==> src/rtl/wdk_pkg.sv <==
package wdk_pkg;

  typedef enum logic {
    CTRL_SELF = 1'b0,
    CTRL_FPGA = 1'b1
  } ctrl_e;

  function automatic int unsigned ns_to_cyc_floor(longint unsigned hz, longint unsigned ns);
    longint unsigned p;
    p = (hz * ns) / 64'd1_000_000_000;
    return p[31:0];
  endfunction

  function automatic int unsigned ns_to_cyc_ceil(longint unsigned hz, longint unsigned ns);
    longint unsigned p;
    p = (hz * ns + 64'd999_999_999) / 64'd1_000_000_000;
    return p[31:0];
  endfunction

endpackage

==> src/rtl/wdk_sync.sv <==
module wdk_sync #(
  parameter int W      = 1,
  parameter int STAGES = 2
) (
  input  logic         clk_i,
  input  logic         rst_ni,
  input  logic [W-1:0] d_i,
  output logic [W-1:0] q_o
);
  logic [W-1:0] st_q [STAGES];

  always_ff @(posedge clk_i or negedge rst_ni) begin
    if (!rst_ni) st_q[0] <= '0;
    else         st_q[0] <= d_i;
  end

  for (genvar g = 1; g < STAGES; g++) begin : g_stage
    always_ff @(posedge clk_i or negedge rst_ni) begin
      if (!rst_ni) st_q[g] <= '0;
      else         st_q[g] <= st_q[g-1];
    end
  end

  assign q_o = st_q[STAGES-1];
endmodule

==> src/rtl/wdk_self_kick.sv <==
module wdk_self_kick #(
  parameter int unsigned PERIOD_CYC = 100,
  parameter int unsigned HIGH_CYC   = 50
) (
  input  logic clk_i,
  input  logic rst_ni,
  output logic pulse_o,
  output logic idle_o
);
  localparam int PW = $clog2(PERIOD_CYC);

  logic [PW-1:0] cnt_q;

  always_ff @(posedge clk_i or negedge rst_ni) begin
    if (!rst_ni)                          cnt_q <= '0;
    else if (cnt_q == PW'(PERIOD_CYC-1)) cnt_q <= '0;
    else                                  cnt_q <= cnt_q + 1'b1;
  end

  assign pulse_o = (cnt_q < PW'(HIGH_CYC));
  assign idle_o  = ~pulse_o;


  period_wrap_chk: assert property (@(posedge clk_i) disable iff (!rst_ni)
    ($past(cnt_q) == PW'(PERIOD_CYC-1)) |-> (cnt_q == '0 && pulse_o));
endmodule

==> src/rtl/wdk_hit_qual.sv <==
module wdk_hit_qual #(
  parameter int unsigned HITS_REQ = 16
) (
  input  logic clk_i,
  input  logic rst_ni,
  input  logic en_i,
  input  logic hit_i,
  input  logic freeze_i,
  output logic ready_o
);
  localparam int CW = $clog2(HITS_REQ + 1);

  logic [CW-1:0] cnt_q;
  logic          hit_d_q;
  logic          rise;

  assign rise = hit_i & ~hit_d_q;

  always_ff @(posedge clk_i or negedge rst_ni) begin
    if (!rst_ni) hit_d_q <= 1'b0;
    else         hit_d_q <= hit_i;
  end

  always_ff @(posedge clk_i or negedge rst_ni) begin
    if (!rst_ni)                                  cnt_q <= '0;
    else if (freeze_i)                            cnt_q <= cnt_q;
    else if (!en_i)                               cnt_q <= '0;
    else if (rise && cnt_q != CW'(HITS_REQ))      cnt_q <= cnt_q + 1'b1;
  end

  assign ready_o = en_i && (cnt_q == CW'(HITS_REQ));


  count_step_chk: assert property (@(posedge clk_i) disable iff (!rst_ni)
    (cnt_q != $past(cnt_q)) |-> (cnt_q == '0 || cnt_q == $past(cnt_q) + 1'b1));


  count_clear_chk: assert property (@(posedge clk_i) disable iff (!rst_ni)
    ($past(!en_i) && $past(!freeze_i)) |-> (cnt_q == '0));


  count_sat_chk: assert property (@(posedge clk_i) disable iff (!rst_ni)
    cnt_q <= CW'(HITS_REQ));
endmodule

==> src/rtl/wdk_pulse_guard.sv <==
module wdk_pulse_guard #(
  parameter int unsigned LIMIT = 54950
) (
  input  logic clk_i,
  input  logic rst_ni,
  input  logic arm_i,
  input  logic pulse_i,
  output logic viol_o
);
  localparam int WW = $clog2(LIMIT + 1);

  logic [WW-1:0] w_q;
  logic          viol_q;

  always_ff @(posedge clk_i or negedge rst_ni) begin
    if (!rst_ni) begin
      w_q    <= '0;
      viol_q <= 1'b0;
    end else if (arm_i && pulse_i) begin
      if (w_q != WW'(LIMIT)) w_q <= w_q + 1'b1;
      else                   viol_q <= 1'b1;
    end else begin
      w_q <= '0;
    end
  end

  assign viol_o = viol_q;


  viol_sticky_chk: assert property (@(posedge clk_i) disable iff (!rst_ni)
    $past(viol_q) |-> viol_q);


  viol_cause_chk: assert property (@(posedge clk_i) disable iff (!rst_ni)
    $rose(viol_q) |-> ($past(arm_i) && $past(pulse_i)));
endmodule

==> src/rtl/wdk_top.sv <==
module wdk_top #(
  parameter int unsigned CLK_HZ       = 100_000_000,
  parameter int unsigned PERIOD_NS    = 1_000_000,
  parameter int unsigned HIGH_NS      = 507_000,
  parameter int unsigned MIN_HIGH_NS  = 300,
  parameter int unsigned TMO_MIN_NS   = 550_000_000,
  parameter int unsigned HITS_REQ     = 16
) (
  input  logic clk_i,
  input  logic rst_ni,
  input  logic wd_en_i,
  input  logic wd_hit_i,
  output logic wd_kick_o,
  output logic handover_o,
  output logic pulse_viol_o
);
  import wdk_pkg::*;

  localparam int unsigned PERIOD_CYC = ns_to_cyc_floor(64'(CLK_HZ), 64'(PERIOD_NS));
  localparam int unsigned HIGH_RAW   = ns_to_cyc_floor(64'(CLK_HZ), 64'(HIGH_NS));
  localparam int unsigned HIGH_MIN   = ns_to_cyc_ceil(64'(CLK_HZ), 64'(MIN_HIGH_NS));
  localparam int unsigned HIGH_CYC   = (HIGH_RAW > HIGH_MIN) ? HIGH_RAW : HIGH_MIN;
  localparam int unsigned TMO_CYC    = ns_to_cyc_floor(64'(CLK_HZ), 64'(TMO_MIN_NS));
  localparam int unsigned LIMIT_CYC  = TMO_CYC - HIGH_CYC;

  logic [1:0] sync_s;
  logic       en_s, hit_s;
  logic       self_pulse, self_idle;
  logic       ready;
  ctrl_e      mode_q;
  logic       kick_q;
  logic       fpga_own;

  wdk_sync #(.W(2), .STAGES(2)) u_sync (
    .clk_i (clk_i),
    .rst_ni(rst_ni),
    .d_i   ({wd_en_i, wd_hit_i}),
    .q_o   (sync_s)
  );
  assign en_s  = sync_s[1];
  assign hit_s = sync_s[0];

  wdk_self_kick #(.PERIOD_CYC(PERIOD_CYC), .HIGH_CYC(HIGH_CYC)) u_self (
    .clk_i  (clk_i),
    .rst_ni (rst_ni),
    .pulse_o(self_pulse),
    .idle_o (self_idle)
  );

  assign fpga_own = (mode_q == CTRL_FPGA);

  wdk_hit_qual #(.HITS_REQ(HITS_REQ)) u_qual (
    .clk_i   (clk_i),
    .rst_ni  (rst_ni),
    .en_i    (en_s),
    .hit_i   (hit_s),
    .freeze_i(fpga_own),
    .ready_o (ready)
  );

  // handover waits for a gap in the self pulse
  always_ff @(posedge clk_i or negedge rst_ni) begin
    if (!rst_ni)                        mode_q <= CTRL_SELF;
    else if (!fpga_own && ready && self_idle) mode_q <= CTRL_FPGA;
  end

  always_ff @(posedge clk_i or negedge rst_ni) begin
    if (!rst_ni)       kick_q <= 1'b0;
    else if (fpga_own) kick_q <= hit_s;
    else               kick_q <= self_pulse;
  end

  wdk_pulse_guard #(.LIMIT(LIMIT_CYC)) u_guard (
    .clk_i  (clk_i),
    .rst_ni (rst_ni),
    .arm_i  (fpga_own),
    .pulse_i(kick_q),
    .viol_o (pulse_viol_o)
  );

  assign wd_kick_o  = kick_q;
  assign handover_o = fpga_own;


  handover_qual_chk: assert property (@(posedge clk_i) disable iff (!rst_ni)
    $rose(fpga_own) |-> $past(ready));


  handover_sticky_chk: assert property (@(posedge clk_i) disable iff (!rst_ni)
    fpga_own |=> fpga_own);


  no_trunc_chk: assert property (@(posedge clk_i) disable iff (!rst_ni)
    $rose(fpga_own) |-> !kick_q);


  fwd_path_chk: assert property (@(posedge clk_i) disable iff (!rst_ni)
    (fpga_own && $past(fpga_own)) |-> (kick_q == $past(hit_s)));
endmodule

==> config.mk <==
export PLATFORM = sky130hd
export DESIGN_NAME = wdk_top
export DESIGN_NICKNAME = d
export VERILOG_FILES = /design/src/rtl/wdk_pkg.sv /design/src/rtl/wdk_sync.sv /design/src/rtl/wdk_self_kick.sv /design/src/rtl/wdk_hit_qual.sv /design/src/rtl/wdk_pulse_guard.sv /design/src/rtl/wdk_top.sv
export SDC_FILE = /design/constraint.sdc
export NUM_CORES = 1
export LEC_CHECK = 0
export ABC_AREA = 1
export BUFFER_PORTS_ARGS = -buffer_cell sky130_fd_sc_hd__buf_2
export CAP_MARGIN = 20
export CORE_MARGIN = 1
export CORE_UTILIZATION = 55
export DETAILED_ROUTE_END_ITERATION = 7
export HOLD_SLACK_MARGIN = 0.02
export PLACE_DENSITY = 0.69
export SLEW_MARGIN = 20
export SYNTH_ARGS = -nofsm -noshare
export SYNTH_HDL_FRONTEND = slang
export SYNTH_SLANG_ARGS = --single-unit
==> constraint.sdc <==
create_clock -name clk_i -period 2.11 [get_ports clk_i]
set_clock_uncertainty 0.1 [all_clocks]
set_input_delay 0.3165 -clock clk_i [delete_from_list [all_inputs] [get_ports clk_i]]
set_output_delay 0.3165 -clock clk_i [all_outputs]
set_load 0.01 [all_outputs]
==> metrics.txt, run 1 <==
Post-Place Cell Area=between 0.003 and 0.004 mm2; Cell Area, Synth=~0.0032 mm2; CTS buffer count=5; cell area after layout=between 0.003 and 0.004 mm2; Synth area leader=dfrtp_1; Final min period=1.68 ns; Worst Hold End=u_sync.q_o[0]$_DFF_PN0_; largest net degree at the start of global routing=34; via count=about 2.8k; final setup margin=0.432 ns; chip width=around 80 um; critical path data arrival time=around 1.8 ns; final core utilization=0.626; Final Setup Violations=0; FF-to-FF Start=u_guard.w_q[0]$_DFFE_PN0N_; sequential area share after synthesis=0.440; Setup TNS=0 ns; crit path capture type=flip-flop; Ports=7; total gr overflow=0; gpl congestion=roughly 0.93; cells after synthesis=~450; DRC=0; Yosys reg bits=56; Total Power Consumption=between 1.5 and 2 mW; Post-Syn Nets=roughly 460; FF-to-FF path depth=7; Initial Utilization=0.575; Final Net Count=between 400 and 500; most common cell after layout, fill and taps aside=nand2_1; post-cts resize count=0; Total Routed Length=6690 um; warnings from Yosys=0; Core Box Area=0.00554 mm2; share of Yosys cell area claimed by the top area cell type=0.440; worst r2r dst=u_guard.w_q[16]$_DFFE_PN0N_; Place WS=0.478 ns; status=complete, no violations; first-pass GRT wire length=about 11000 um; Final Hold Vio Count=0; CP Data Required Time=2.22 ns; clock sinks=56; first-pass iteration count of the detailed router=4; DR iter-0 viols=about 170; Worst Tran Pin Value=just under 0.6 ns; GRT Util Overall=0.238; Power per Cell Area=roughly 540 mW/mm2; Die Area=just over 0.006 mm2; Vias/cell=just over 5; DR WL/cell=12.5 um; commonest cells after routing, fill and taps aside=nand2_1 (121), nor2_1 (90), dfrtp_1 (56); FMAX=roughly 600 MHz; Root Buffer=clkbuf_8; Max Slew Vio Count=0; ANT nets after route=0; FP Rows=27; TritonCTS clock tree=built; WS Path Type=flip-flop to flip-flop; number of global-route vias before repair=~2.5k; period utilisation layout=0.795; hold depth=0; port buffer count=6; Max IR drop VDD=between 200 and 300 uV; ANT cells=0; H-tree depth=2; layout cells sized above 1=0.0733; HP Start=u_sync.st_q[2]$_DFF_PN0_; syn_area_per_cell=between 7 and 8 um2; clk_lat worst skew=~0.32 ns; HPWL after DPL=between 4000 and 5000 um; Reg clk slew, reported paths=roughly 0.1 ns; crit path launch type=flip-flop; initial antenna violation count=0; CP max FO=6; max_cap viols=0; RSZ-0062 raised after global routing=false; Max transition margin=0.613; library cells used by synthesis=26; CTS Buffer Depth=2; reg2reg setup slack=about 0.43 ns; Die Y=approximately 80 um; largest cells by area after synthesis=dfrtp_1 (44%), nand2_1 (14%), nor2_1 (11%); Synth-to-Final Area Change=8.96%; Leakage=between 1 and 1.5 nW; HP Class=flip-flop to flip-flop
-- critical path, cell delays in order, from the launching register on --
cell and delay (ns):
dfrtp_1 0.45, ha_1 0.20, nand2_1 0.11, nor2_4 0.20, nand2_2 0.12, nor2_4 0.17, xor2_1 0.16, nor2_1 0.05
-- logic make-up (layout without fill, tap and decap cells) --
family	Yosys count	count (layout)	synth area share
xor gates and xnor gates	12	12	0.0330
adders and majority gates	5	5	0.0196
and+or+nand+nor	283	283	0.386
DFF	56	56	0.440
AOI/OAI and AO/OA	33	33	0.0530
buffers and inverters	58	75	0.0683
-- state kept, by name (all words and copies together) (netlist names) --
name and count:
u_qual.cnt_q 5, u_guard.w_q 26, u_sync.q_o 2, u_qual.hit_d_q 1, wd_kick_o 1, handover_o 1
u_self.cnt_q 17, u_sync.st_q 2, u_guard.viol_o 1
-- cells in the mapped netlist --
master,number
nand3_1,36
nor3_1,9
xor2_1,12
a21oi_1,14
a31oi_1,1
clkbuf_1,2
nor2_2,4
or2_2,2
nand3_2,1
nand4_1,6
nand2_2,4
clkinv_1,1
ha_1,5
o21ai_0,16
o21ai_1,1
nand2_1,121
dfrtp_1,56
nor2_4,4
nor3_4,1
nor3b_1,1
nor2_1,90
nor3_2,2
o21a_1,1
nand3b_1,1
nand2b_1,1
inv_1,55
-- through the flow --
step / hold slack (ns) / cells
final: 0.257 / 536
after global routing: 0.275 / 536
after CTS: 0.261 / 536
after detailed placement: 0.236 / 525
after global placement: 0.233 / 525
after floorplan: -0.0791 / 447
-- final cells by class --
cell class | instances | area, um2
multi-input combinational | 333 | 1570
sequential | 56 | 1400
clock buffer | 5 | 68.8
tap | 72 | 90.1
timing repair buffer | 11 | 87.6
inverter | 56 | 210
clock inverter | 3 | 46.3
fill | 506 | 2070
-- worst max path at each step --
| stage | startpoint | end | slack [ns] | depth (start not counted) |
|---|---|---|---|---|
| after floorplan | u_guard.w_q[0]$_DFFE_PN0N_ | u_guard.w_q[16]$_DFFE_PN0N_ | 0.64 | 7 |
| after global placement | u_guard.w_q[0]$_DFFE_PN0N_ | u_guard.w_q[3]$_DFFE_PN0N_ | 0.47 | 9 |
| after detailed placement | u_guard.w_q[0]$_DFFE_PN0N_ | u_guard.w_q[16]$_DFFE_PN0N_ | 0.48 | 7 |
| after CTS | u_guard.w_q[0]$_DFFE_PN0N_ | u_guard.w_q[3]$_DFFE_PN0N_ | 0.47 | 9 |
| after global routing | u_guard.w_q[0]$_DFFE_PN0N_ | u_guard.w_q[3]$_DFFE_PN0N_ | 0.29 | 9 |
| final | u_guard.w_q[0]$_DFFE_PN0N_ | u_guard.w_q[16]$_DFFE_PN0N_ | 0.43 | 7 |
-- what timing repair did --
action	CTS	global route
hold endpoints to repair	25	0
hold buffers	3	0
setup buffers	0	0
-- per-layer routing --
metal,up-vias,wire (um),share of wire,GRT usage
met1,1253,3330,0.50,0.343
met3,6,340,0.051,0.0360
met2,64,2960,0.44,0.379
met5,-,0,0,0
met4,0,53,0.0079,0.0537
li1,1429,-,-,-
-- where the power goes --
part           total [mW]  internal (mW)  switching [mW]
logic              0.0593         0.0202          0.0391
registers            1.10           1.09          0.0105
clock network       0.734          0.358           0.376
Power figures use the tool's default switching activity.
==> inputs of run 2 (changes only) <==
--- a/config.mk
+++ b/config.mk
@@ -12,7 +12,7 @@
 export CORE_UTILIZATION = 55
 export DETAILED_ROUTE_END_ITERATION = 7
 export HOLD_SLACK_MARGIN = 0.02
-export PLACE_DENSITY = 0.69
+export PLACE_DENSITY = 0.72
 export SLEW_MARGIN = 20
 export SYNTH_ARGS = -nofsm -noshare
 export SYNTH_HDL_FRONTEND = slang
==> constraint.sdc (replaced) <==
create_clock -name clk_i -period 1.4 [get_ports clk_i]
set_clock_uncertainty 0.1 [all_clocks]
set_input_delay 0.21 -clock clk_i [delete_from_list [all_inputs] [get_ports clk_i]]
set_output_delay 0.21 -clock clk_i [all_outputs]
set_load 0.01 [all_outputs]
==> run 2 against run 1 <==
Net effect: the flow now finishes with violations (negative setup slack); via count up 18%; sequential share of layout area down 8.7 points; combinational power rose to 2.7 times the previous value; highest routed layer unchanged; first-iteration DRC count grew 58%; design area grew 29%.
==> metrics.txt, run 2 (synthesis results as in run 1) <==
via count=3258 (+18%); WS Path Type=flip-flop to flip-flop; Core Box Area=0.00554 mm2 (unchanged); Final Net Count=547 (+16%); final core utilization=0.808 (+0.182); critical path data arrival time=1.76 ns (-0.03 ns); Total Routed Length=9120 um (+36%); Worst path top cell family by delay=simple AND/OR/NAND/NOR gates; Final Hold Vio Count=0 (unchanged); Clock power frac=0.345 (-0.044); status=finished with violations; total gr overflow=0 (unchanged); failing checks=negative setup slack; largest net degree at the start of global routing=57 (+68%); first-pass iteration count of the detailed router=5 (+1); Max transition margin=0.786 (+0.173); final setup margin=-0.230 ns (-0.662 ns); DR iter-0 viols=271 (+58%); crit path capture type=flip-flop; Biggest register=u_guard.w_q; max_cap viols=0 (unchanged); FF-to-FF path depth=8 (+1); worst path bufs/invs=2 (+2); Crit path top cell by count=nor2_4; CP Capture Point=u_guard.w_q[19]$_DFFE_PN0N_; footprint of the multi-input gates=0.00196 mm2 (+25%); worst-path cell chain=buf_4 -> buf_6 -> nand3_4 -> nor2_4 -> nand2_2 -> nor2_4 -> a21oi_1 -> nor2_1; crit path launch type=flip-flop; max reg flops=26 (unchanged); Largest regs=u_guard.w_q: 26 flops, u_self.cnt_q: 17 flops, u_qual.cnt_q: 5 flops; Root Buffer=clkbuf_8; placed insts=573 (+9.1%); clock sinks=56 (unchanged); GRT Util Overall=0.283 (+0.0450); HP Start=u_sync.st_q[2]$_DFF_PN0_; P_sw=0.688 mW (+61%); Flop pwr share=0.598 (+0.018); Total Power Consumption=2.77 mW (+46%); slowest CP cell=dfrtp_1; ANT nets after route=0 (unchanged); Max Slew Vio Count=0 (unchanged); Vias/cell=5.33 (+3.9%); clk_lat worst skew=0.32 ns (about the same); Die Area=0.00610 mm2 (unchanged); CTS Buffer Depth=2 (unchanged); most common cell after layout, fill and taps aside=nand2_1; DR WL/cell=14.9 um (+20%); initial antenna violation count=0 (unchanged); ANT cells=0 (unchanged); post-route insts no fill=611 (+14%); Initial Utilization=0.575 (unchanged); HPWL after DPL=5480 um (+10%); DRC=0 (unchanged); Int Power=2.08 mW (+42%); period utilisation layout=1.16 (+0.369); CP Data Required Time=1.53 ns (-0.69 ns); Post-Place Cell Area=0.00370 mm2 (+11%); commonest cells after routing, fill and taps aside=nand2_1 (109), nor2_1 (65), buf_4 (64); H-tree depth=2 (unchanged); RSZ-0062 raised after global routing=true; storage element area=0.00142 mm2 (+1.1%); TritonCTS clock tree=built; Comb pwr share=0.058 (+0.027); number of global-route vias before repair=3105 (+24%); Fill cells=347 (-31%); Power per Cell Area=618 mW/mm2 (+13%); worst r2r dst=u_guard.w_q[19]$_DFFE_PN0N_; port buffer count=6 (unchanged); Place WS=-0.144 ns (-0.623 ns); Worst Tran Pin Value=0.320 ns (-0.261 ns); reg2reg setup slack=-0.23 ns (-0.66 ns); Die Y=78.1 um (unchanged); CTS buffer count=5 (unchanged); layout cells sized above 1=0.375 (+0.301); FP Rows=27 (unchanged); Leakage=1.97 nW (+32%); CP max FO=4 (-2); Max IR drop VDD=520 uV (+84%); Reg clk slew, reported paths=0.11 ns (about the same); WHS=0.262 ns (+0.00547 ns); Final Setup Violations=40 (+40); gpl congestion=0.914 (-2.1%); Net Sw Frac=0.249 (+0.0232); Ports=7 (unchanged); CP peak stage delay=0.41 ns (-0.04 ns); beginning of the critical path=u_guard.w_q[0]$_DFFE_PN0N_; FF-to-FF Start=u_guard.w_q[0]$_DFFE_PN0N_; HP Class=flip-flop to flip-flop; cell area after layout=0.00448 mm2 (+29%); Final min period=1.63 ns (-0.0483 ns); chip width=78.1 um (unchanged); Levels on crit path=8 (+1); FMAX=613 MHz (+3.0%); Setup TNS=-4.06 ns (-4.06 ns); Synth-to-Final Area Change=40.6%; first-pass GRT wire length=13600 um (+19%)
run 2: area by class of cell:
cell class | instances | area share
Clock buffer | 5 | 0.0154
Clock inverter | 3 | 0.00587
Inverter | 56 | 0.0469
Multi-Input combinational cell | 333 | 0.438
Sequential cell | 56 | 0.316
Tap cell | 72 | 0.0201
Timing Repair Buffer | 86 | 0.157
run 2: per-layer routing:
layer | GRT usage | routed length [um]
met1 | 0.374 | 3840
met2 | 0.488 | 4550
met3 | 0.0395 | 522
met4 | 0.0778 | 202
met5 | 0 | 0
run 2: power groups by stage:
stage	clock (mW)	sequential [mW]	combinational (mW)
after global placement	0	1.68	0.105
after global routing	1.04	1.66	0.182
after floorplan	0	1.68	0.0319
final	0.953	1.65	0.160
after detailed placement	0	1.68	0.108
after CTS	0.983	1.65	0.116
run 2: repair_timing:
| action | in CTS | in global routing |
|---|---|---|
| hold buffers | 3 | 0 |
| setup buffers | 8 | 21 |
| hold endpoints to repair | 58 | 0 |
| setup endpoints to repair | 39 | 49 |
| pin swaps | 17 | 46 |
| gates resized for setup | 37 | 100 |
run 2: worst register-to-register path, delay by kind of cell (launching register included):
family	cells	cell delay, ns
buffers and inverters	2	0.23
and+or+nand+nor	5	0.74
DFF	1	0.41
AOI/OAI and AO/OA	1	0.07
run 2: worst min path at each step:
stage,end,slack [ns],cells past startpoint
floorplan,handover_o$_DFFE_PN0P_,-0.19,0
global placement,u_qual.cnt_q[0]$_DFFE_PN0P_,0.13,2
detailed placement,u_qual.cnt_q[0]$_DFFE_PN0P_,0.13,2
CTS,u_sync.q_o[0]$_DFF_PN0_,0.27,0
global route,u_sync.q_o[0]$_DFF_PN0_,0.28,0
finish,u_sync.q_o[0]$_DFF_PN0_,0.26,0
==> inputs of run 3 (changes only) <==
--- a/config.mk
+++ b/config.mk
@@ -13,6 +13,7 @@
 export DETAILED_ROUTE_END_ITERATION = 7
 export HOLD_SLACK_MARGIN = 0.02
 export PLACE_DENSITY = 0.72
+export REMOVE_ABC_BUFFERS = 1
 export SLEW_MARGIN = 20
 export SYNTH_ARGS = -nofsm -noshare
 export SYNTH_HDL_FRONTEND = slang
==> run 3 against run 2 <==
Net effect: the flow still finishes with violations (negative setup slack); fmax grew 3.8%; worst setup slack improved by 0.059 ns; largest power group unchanged; critical path type unchanged; sequential cell count unchanged; die area unchanged; non-clock buffer count grew 9; critical endpoint is now u_self.cnt_q[3]$_DFF_PN0_; routed wire length down 2.0%.
==> metrics.txt, run 3 (synthesis results as in run 1) <==
worst-path cell chain=ha_4 -> nand2_4 -> nor2_4 -> inv_2 -> nor2_2 -> nand2b_1 -> nand3_1 -> inv_1; Power per Cell Area=599 mW/mm2 (-3.0%); Max IR drop VDD=715 uV (+37%); reg2reg setup slack=-0.17 ns (+0.06 ns); max reg flops=26 (unchanged); crit path capture type=flip-flop; FP Rows=27 (unchanged); clk_lat worst skew=0.32 ns (about the same); Biggest register=u_guard.w_q; final core utilization=0.818 (+0.00994); clock sinks=56 (unchanged); Net Sw Frac=0.231 (-0.0177); CP Data Required Time=1.50 ns (-0.03 ns); H-tree depth=2 (unchanged); Total Power Consumption=2.72 mW (-1.8%); WS Path Type=flip-flop to flip-flop; CP max FO=4 (unchanged); worst r2r dst=u_self.cnt_q[3]$_DFF_PN0_; Largest regs=u_guard.w_q: 26 flops, u_self.cnt_q: 17 flops, u_qual.cnt_q: 5 flops; ANT nets after route=0 (unchanged); gpl congestion=0.920 (+0.70%); status=finished with violations; Vias/cell=5.28 (-0.90%); WHS=0.258 ns (-0.00461 ns); Synth-to-Final Area Change=42.3%; Final Net Count=556 (+1.6%); HP Class=flip-flop to flip-flop; Final Setup Violations=37 (-7.5%); Worst Tran Pin Value=0.303 ns (-0.0173 ns); via count=3271 (+0.40%); Ports=7 (unchanged); Int Power=2.09 mW (+0.53%); Leakage=2.11 nW (+7.3%); Comb pwr share=0.048 (-0.010); largest net degree at the start of global routing=57 (unchanged); Final Hold Vio Count=0 (unchanged); Reg clk slew, reported paths=0.09 ns (-0.02 ns); CP Capture Point=u_self.cnt_q[3]$_DFF_PN0_; RSZ-0062 raised after global routing=true; GRT Util Overall=0.277 (-0.00677); FF-to-FF Start=u_self.cnt_q[1]$_DFF_PN0_; total gr overflow=0 (unchanged); chip width=78.1 um (unchanged); Die Area=0.00610 mm2 (unchanged); failing checks=negative setup slack; DR iter-0 viols=248 (-8.5%); max_cap viols=0 (unchanged); first-pass iteration count of the detailed router=4 (-1); Max Slew Vio Count=0 (unchanged); Final min period=1.57 ns (-0.0592 ns); Clock power frac=0.345 (about the same); Initial Utilization=0.575 (unchanged); FMAX=637 MHz (+3.8%); DR WL/cell=14.4 um (-3.3%); HPWL after DPL=5500 um (+0.34%); beginning of the critical path=u_self.cnt_q[1]$_DFF_PN0_; Core Box Area=0.00554 mm2 (unchanged); Die Y=78.1 um (unchanged); layout cells sized above 1=0.366 (-0.00914); CTS Buffer Depth=2 (unchanged); slowest CP cell=dfrtp_1; commonest cells after routing, fill and taps aside=nand2_1 (102), buf_4 (75), nor2_1 (65); Max transition margin=0.798 (+0.0116); P_sw=0.627 mW (-8.8%); hold depth=0 (unchanged); port buffer count=6 (unchanged); CTS buffer count=5 (unchanged); ANT cells=0 (unchanged); CP peak stage delay=0.43 ns (+0.02 ns); final setup margin=-0.171 ns (+0.0592 ns); TritonCTS clock tree=built; period utilisation layout=1.12 (-0.0423); number of global-route vias before repair=3033 (-2.3%); most common cell after layout, fill and taps aside=nand2_1; critical path data arrival time=1.67 ns (-0.09 ns); DRC=0 (unchanged); FF-to-FF path depth=8 (unchanged); crit path launch type=flip-flop; initial antenna violation count=0 (unchanged); Root Buffer=clkbuf_8; Flop pwr share=0.608 (+0.010); first-pass GRT wire length=13300 um (-2.6%); Total Routed Length=8930 um (-2.0%)
-- run 3: metal layers --
metal  vias to the layer above  share of wire  GRT usage
li1                       1598              -          -
met1                      1568           0.40      0.340
met2                        80           0.54      0.497
met3                        25          0.033     0.0430
met4                         0          0.029     0.0833
met5                         -              0          0
-- run 3: final cells by class --
class                   instances  area, um2
clock inverters                 1       8.76
clock buffers                   6       82.6
flip-flops and latches         56       1410
well taps                      72       90.1
multi-input cells             333       1960
fillers                       367       1010
inverters                      56        210
repair buffers                 95        764
-- run 3: power groups by stage --
stage / Sequential, mW / Clock (mW) / Combinational (mW)
after global placement: 1.68 / 0 / 0.102
after global routing: 1.65 / 0.988 / 0.151
final: 1.65 / 0.937 / 0.129
after CTS: 1.65 / 0.941 / 0.112
after detailed placement: 1.68 / 0 / 0.106
after floorplan: 1.68 / 0 / 0.0319
-- run 3: stage by stage --
step	area, um2	TNS (ns)	cells	worst slack [ns]
6_report	4530	-2.91	619	-0.171
5_1_grt	4530	-5.97	619	-0.251
4_1_cts	4020	-1.59	600	-0.137
3_5_place_dp	3730	-3.13	579	-0.201
3_3_place_gp	3730	-1.39	579	-0.147
2_1_floorplan	3180	-0.549	445	-0.0718
-- run 3: worst max-delay path, delay by kind of cell, from the launching register on --
family | cells | cell delay, ns
buf+inv | 2 | 0.15
fa+ha+maj | 1 | 0.19
simple gates | 5 | 0.59
flops | 1 | 0.43
-- run 3: worst min path at each step --
stage | start | to | slack, ns
floorplan | rst_ni | handover_o$_DFFE_PN0P_ | -0.19
global placement | rst_ni | u_guard.w_q[4]$_DFFE_PN0N_ | 0.13
detailed placement | rst_ni | u_guard.w_q[4]$_DFFE_PN0N_ | 0.13
CTS | u_sync.st_q[2]$_DFF_PN0_ | u_sync.q_o[0]$_DFF_PN0_ | 0.26
global route | u_sync.st_q[3]$_DFF_PN0_ | u_sync.q_o[1]$_DFF_PN0_ | 0.27
finish | u_sync.st_q[2]$_DFF_PN0_ | u_sync.q_o[0]$_DFF_PN0_ | 0.26
-- run 3: what timing repair did --
item	CTS	global route
resized for setup	33	101
setup endpoints to repair	37	48
hold endpoints to repair	58	0
hold buffers	3	0
pin swaps	12	36
setup buffers	12	20
